$ cat src/rtl/scan_wrap.sv
module scan_wrap #(
  parameter int AW = 32,
  parameter int DW = 32
) (
  input  logic          clk,
  input  logic          rst,
  input  logic          tm,
  input  logic          scan_en,
  input  logic [AW-1:0] addr_in,
  input  logic          en_in,
  input  logic          rw_in,
  input  logic [DW-1:0] mask_in,
  input  logic [DW-1:0] data_in,
  input  logic          scan_in_ac,
  input  logic          scan_in_dl,
  input  logic          scan_in_dr,
  input  logic [DW-1:0] core_rdata,
  output logic [AW-1:0] core_addr,
  output logic          core_en,
  output logic          core_rw,
  output logic [DW-1:0] core_mask,
  output logic [DW-1:0] core_wdata,
  output logic [DW-1:0] dout,
  output logic          scan_out_ac
);
  localparam int CW = AW + 2 + DW;
  localparam int HW = DW / 2;

  logic [CW-1:0] ac_q;
  logic [DW-1:0] d_q;
  logic          shift;

  assign shift = tm & scan_en;

  always_ff @(posedge clk) begin
    if (rst)        ac_q <= '0;
    else if (shift) ac_q <= {ac_q[CW-2:0], scan_in_ac};
    else            ac_q <= {mask_in, rw_in, en_in, addr_in};
  end

  always_ff @(posedge clk) begin
    if (rst)        d_q[DW-1:HW] <= '0;
    else if (shift) d_q[DW-1:HW] <= {scan_in_dl, d_q[DW-1:HW+1]};
    else            d_q[DW-1:HW] <= data_in[DW-1:HW];
  end

  always_ff @(posedge clk) begin
    if (rst)        d_q[HW-1:0] <= '0;
    else if (shift) d_q[HW-1:0] <= {scan_in_dr, d_q[HW-1:1]};
    else            d_q[HW-1:0] <= data_in[HW-1:0];
  end

  assign core_addr   = ac_q[AW-1:0];
  assign core_en     = ac_q[AW] & ~tm;
  assign core_rw     = ac_q[AW+1];
  assign core_mask   = ac_q[CW-1:AW+2];
  assign core_wdata  = d_q;
  assign dout        = tm ? d_q : core_rdata;
  assign scan_out_ac = ac_q[CW-1];
endmodule

$ cat config.mk
export PLATFORM = sky130hd
export DESIGN_NAME = scan_wrap
export DESIGN_NICKNAME = d
export VERILOG_FILES = /design/src/rtl/scan_wrap.sv
export SDC_FILE = /design/constraint.sdc
export NUM_CORES = 1
export LEC_CHECK = 0
export BUFFER_PORTS_ARGS = -buffer_cell sky130_fd_sc_hd__buf_4
export CORE_AREA = 2 2 115 117
export DETAILED_ROUTE_END_ITERATION = 7
export DIE_AREA = 0 0 117 119
export PLACE_DENSITY = 0.84
export SLEW_MARGIN = 15
export SYNTH_ARGS = -nofsm -noshare
export SYNTH_HDL_FRONTEND = slang
export SYNTH_SLANG_ARGS = --single-unit
$ cat constraint.sdc
create_clock -name clk -period 0.8 [get_ports clk]
set_input_delay 0 -clock clk [delete_from_list [all_inputs] [get_ports clk]]
set_output_delay 0 -clock clk [all_outputs]
set_load 0.005 [all_outputs]
==> results of run 1 <==
state kept, by name, indices dropped and copies added, names as in the netlist:
| signal | cells |
|---|---|
| ac_q | 66 |
| core_wdata | 32 |
routing by layer:
| layer | part of all wire | vias to the layer above | routed length [um] | global-route usage |
|---|---|---|---|---|
| met5 | 0 | - | 0 | 0 |
| met4 | 0.028 | 0 | 502 | 0.104 |
| met3 | 0.073 | 44 | 1290 | 0.0799 |
| met2 | 0.53 | 219 | 9440 | 0.412 |
| met1 | 0.37 | 2378 | 6510 | 0.254 |
| li1 | - | 2351 | - | - |
layout by cell type (no fill, tap or decap):
cell type	n
a21bo_1	14
a21bo_2	84
a21oi_1	87
a21oi_2	11
buf_12	8
buf_4	173
buf_6	166
bufinv_16	2
clkbuf_16	9
clkbuf_8	1
clkinv_2	1
clkinv_4	2
clkinvlp_4	1
dfxtp_2	96
dfxtp_4	2
dlygate4sd3_1	7
mux2_4	32
nand3_1	91
nand3_2	6
nand3_4	1
nor2b_1	1
stage by stage:
step           instances  worst slack, ns  power [mW]  setup TNS, ns  area [um2]
2_1_floorplan        547           0.0789        6.89              0        5100
3_3_place_gp         900          -0.0864        8.04          -2.77        6860
3_5_place_dp         900           -0.114        8.09          -3.79        6860
4_1_cts              964           -0.290        13.6         -12.13        8410
5_1_grt              971           -0.322        14.2         -14.86        8570
6_report             971           -0.289        13.7         -11.58        8570
cell usage after synthesis, drive strengths merged:
cell type,n
buf,111
a21bo,98
a21oi,98
dfxtp,98
nand3,98
mux2,32
clkbuf,11
nor2b,1
power by group:
group	internal [mW]	switching, mW
registers	5.25	0.252
logic	2.24	1.22
clock network	2.83	1.93
total	10.3	3.40
kinds of logic (layout without fill, tap and decap cells):
kind of cell,count (synthesis),after routing
buffers and inverters,122,370
DFF,98,98
and+or+nand+nor,99,99
muxes,32,32
AOI/OAI and AO/OA,196,196
final timing paths:
check / start / endpoint / slack [ns] / cells past startpoint
max: core_wdata[12]$_SDFF_PP0_ / dout[12] / -0.29 / 2
min: scan_en / ac_q[50]$_SDFF_PP0_ / -0.02 / 3
max reg2reg: core_wdata[19]$_SDFF_PP0_ / core_wdata[18]$_SDFF_PP0_ / -0.03 / 4
min reg2reg: ac_q[32]$_SDFF_PP0_ / ac_q[33]$_SDFF_PP0_ / 0.48 / 2
critical path, cell delays in order, from the launching register on:
cell and delay [ns]:
dfxtp_4 0.35, mux2_4 0.27, buf_6 0.12
cell type report:
cell class              count  area share
repair buffers            354       0.397
clock inverters             6      0.0105
multi-input cells         327       0.296
flip-flops and latches     98       0.244
clock buffers              10      0.0279
well taps                 176      0.0257
repair_timing:
item,CTS,global route
endpoints found under the setup margin,128,142
resized for setup,286,51
setup buffers,41,29
hold buffers,7,1
pin swaps,0,5
endpoints found under the hold margin,12,1
==> results.toml, run 1 <==
[sta]
finalCritPeriodShare = 1.36
worst_slew_pin_slew_ns = 0.310
setup_viol = 72
slew_viol_final = 0
timing.final.ws_setup_ns = -0.289
maxSlewHeadroom = 0.793
min_period_ns = 1.09
skew_ns = 0.00383
rsz0062_at_grt = "true"
whs_ns = -0.0182
timing.fmax_ghz = 0.918
hold_viol = 2

[critical_path]
path_class = "flip-flop to output pin"
cp.required_ns = 0.80
crit_path_max_fanout = 2
crit_arrival_ns = 1.09
end_kind = "output pin"
critPathLaunchType = "flip-flop"

[synthesis]
synth-compound-area-share = 0.289
syn_inst = 547
yosys.area_share.simple = 0.0974
synth-xor-area-share = 0
synth_top_family_by_area = "compound AO/OA/AOI/OAI gates"
synth_top_area_share = 0.385
synth_mux_area_frac = 0.0707
avgSynthCellArea_um2 = 9.32
syn-num-nets = 684
synth_area_leaders = "dfxtp_1 (38%), a21bo_2 (16%), buf_4 (9.9%)"
yosys_warnings = 0
yosysUniqueCellTypes = 11
ys_ff_latch = 98
yosysSeqAreaShare = 0.385
netlist_area_um2 = 5100
yosys.area.top_type = "dfxtp_1"
synthAdderAreaFrac = 0

[routing]
drt_iter0_markers = 319
routed_wl_mm = 17.7
drtPass1Iterations = 4
ant_nets = 0
drc = 0
wl_per_cell_um = 18.3
vias = 4992
vias_per_cell = 5.14

[clock_network]
clock_latency_ns = 0.35
htreeDepth = 3
cts.clk_slew.worst_paths_ns = 0.07
clock_sinks = 98
cts_tree = "done"
clock_path_buffers = 2
clock-root-buffer = "clkbuf_16"
cts_made_buffers = 9

[finish]
final_core_util = 0.666
drive_above_1_share = 0.748
layout.nets = 927
multi_input_area_um2 = 2530
syn_to_final_growth_pct = 68.1
register_area_um2 = 2090
fillCellCount = 904
n_antenna_cell = 0

[run_status]
status = "complete, but fails checks"
failed_checks = "hold timing, setup timing"

[grt]
first_global_vias = 4958
grt_antenna_before_repair = 0
track_usage = 0.236
grt_max_degree = 52
grt_pass1_wl_mm = 25.4
gr-total-overflow = 0

[die]
rows = 42
io_pins = 268
die_x_um = 117
die_area_um2 = 13900
start_util = 0.396
fp.dieH_um = 119
core_area_um2 = 12900

[hold_path]
worstHoldPathType = "input port to flip-flop"

[run]
drv_cap = 0

[power]
ir_drop_v = 0.00137
powerDensity_nw_per_um2 = 1600
p_leak_nw = 3.93

[placement]
gp_congestion = 0.764
place_hpwl_mm = 10.4
portBuffers = 267
No activity file was read; power rests on OpenSTA's default activity.
==> inputs of run 2 (changes only) <==
--- a/config.mk
+++ b/config.mk
@@ -6,9 +6,9 @@
 export NUM_CORES = 1
 export LEC_CHECK = 0
 export BUFFER_PORTS_ARGS = -buffer_cell sky130_fd_sc_hd__buf_4
-export CORE_AREA = 2 2 115 117
+export CORE_AREA = 5 5 118 120
 export DETAILED_ROUTE_END_ITERATION = 7
-export DIE_AREA = 0 0 117 119
+export DIE_AREA = 0 0 123 125
 export PLACE_DENSITY = 0.84
 export SLEW_MARGIN = 15
 export SYNTH_ARGS = -nofsm -noshare
==> constraint.sdc (replaced) <==
create_clock -name clk -period 0.9 [get_ports clk]
set_input_delay 0 -clock clk [delete_from_list [all_inputs] [get_ports clk]]
set_output_delay 0 -clock clk [all_outputs]
set_load 0.005 [all_outputs]
==> results.toml, run 2 (synthesis gave the netlist of run 1 again) <==
[grt]
grt_max_degree = 37
first_global_vias = 4919
grt_pass1_wl_mm = 25.5
top_usage_layer = "met2"
grt_use_met1 = 0.225
grt_antenna_before_repair = 0
gr-total-overflow = 0
track_usage = 0.209
gr-usage-met3 = 0.0637
met2_usage = 0.379

[placement]
place_hpwl_mm = 11.2
dpl_cell_area_um2 = 6920
portBuffers = 267
placed_cells = 903
gp_congestion = 0.797

[finish]
drive_above_1_share = 0.650
final_cell_mix = "buf_4 (229), nand3_1 (96), buf_6 (96)"
final_cells = 957
regMostFlops = "ac_q"
final_core_util = 0.629
stdcell_area_um2 = 8100
n_antenna_cell = 0
largest_reg_flops = 66
final_common_cell = "buf_4"
fillCellCount = 967
syn_to_final_growth_pct = 58.9
layout.nets = 913

[run_status]
status = "complete, but fails checks"
failed_checks = "setup timing"

[critical_path]
slowest_stage = "dfxtp_4"
setup.worst_path.start = "core_wdata[31]$_SDFF_PP0_"
path_class = "flip-flop to output pin"
critPathLaunchType = "flip-flop"
rrSetupSlack_ns = 0.08
path_buf_inv = 1
crit_family = "flip-flops"
r2r_start = "core_wdata[18]$_SDFF_PP0_"
crit_arrival_ns = 1.08
path_cells = "mux2_4, buf_6"
crit_path_max_fanout = 2
cp.required_ns = 0.90
slowest_delay_ns = 0.36
end_kind = "output pin"

[clock_network]
cts.clk_slew.worst_paths_ns = 0.07
cts_made_buffers = 9
clock_sinks = 98
htreeDepth = 3
clock-root-buffer = "clkbuf_16"
clock_path_buffers = 2
clock_latency_ns = 0.34
cts_tree = "done"

[sta]
hold_viol = 0
maxSlewHeadroom = 0.803
whs_ns = 0.0182
finalCritPeriodShare = 1.20
min_period_ns = 1.08
skew_ns = 0.00685
worst_slew_pin_slew_ns = 0.295
slew_viol_final = 0
timing.fmax_ghz = 0.929
rsz0062_at_grt = "true"
setup_viol = 38
timing.final.ws_setup_ns = -0.176

[die]
start_util = 0.396
die_x_um = 123
rows = 42
fp.dieH_um = 125
io_pins = 268
core_area_um2 = 12900
die_area_um2 = 15400

[run]
drv_cap = 0

[routing]
drtPass1Iterations = 4
vias = 4866
drt_iter0_markers = 327
vias_per_cell = 5.08
drc = 0
routed_wl_mm = 17.2
wl_per_cell_um = 18.0
ant_nets = 0

[power]
powerDensity_nw_per_um2 = 1460
p_leak_nw = 3.79
totalPowerFinal_mw = 11.8
ir_drop_v = 0.000895

[hold_path]
min-delay-start = "data_in[12]"
worstHoldPathType = "input port to flip-flop"
[run 2: worst register-to-register path: cells and delay by family, from the launching register on]
family                 cells  cell delay [ns]
AO/OA/AOI/OAI              1             0.13
AND/OR/NAND/NOR            1             0.07
buffers and inverters      2             0.20
flip-flops                 1             0.34
[run 2: final cells by class]
| type | count | area, um2 | area share |
|---|---|---|---|
| clock inverter | 3 | 45.0 | 0.00556 |
| tap | 176 | 220 | 0.0272 |
| timing repair buffer | 340 | 3060 | 0.378 |
| clock buffer | 13 | 280 | 0.0346 |
| sequential | 98 | 2010 | 0.248 |
| multi-input combinational | 327 | 2480 | 0.307 |
[run 2: power breakdown]
part | total [mW] | internal [mW] | switching (mW)
registers | 4.82 | 4.63 | 0.190
logic | 2.88 | 1.85 | 1.03
clock network | 4.10 | 2.46 | 1.64
[run 2: final timing paths]
| check | cells past startpoint | endpoint |
|---|---|---|
| worst min-delay path | 3 | core_wdata[12]$_SDFF_PP0_ |
| worst max register to register | 4 | core_wdata[17]$_SDFF_PP0_ |
| worst max-delay path | 2 | dout[31] |
| worst min register to register | 2 | ac_q[6]$_SDFF_PP0_ |
[run 2: metal layers]
metal,share of wire,vias up
li1,-,2318
met1,0.37,2324
met2,0.52,195
met3,0.089,29
met4,0.022,0
met5,0,-
[run 2: repair_timing]
item                       CTS  global route
buffers inserted            31            28
hold buffers                 4             0
pin swaps                    0             2
resized for setup          163            33
hold endpoints to repair     6             0
setup endpoints to repair   37           112
[run 2: per-stage QoR]
step                      setup TNS [ns]  worst slack [ns]
after floorplan                        0             0.179
after global placement                 0            0.0326
after detailed placement        -0.00446          -0.00446
after CTS                          -5.39            -0.193
after global routing               -6.35            -0.200
final                              -4.91            -0.176
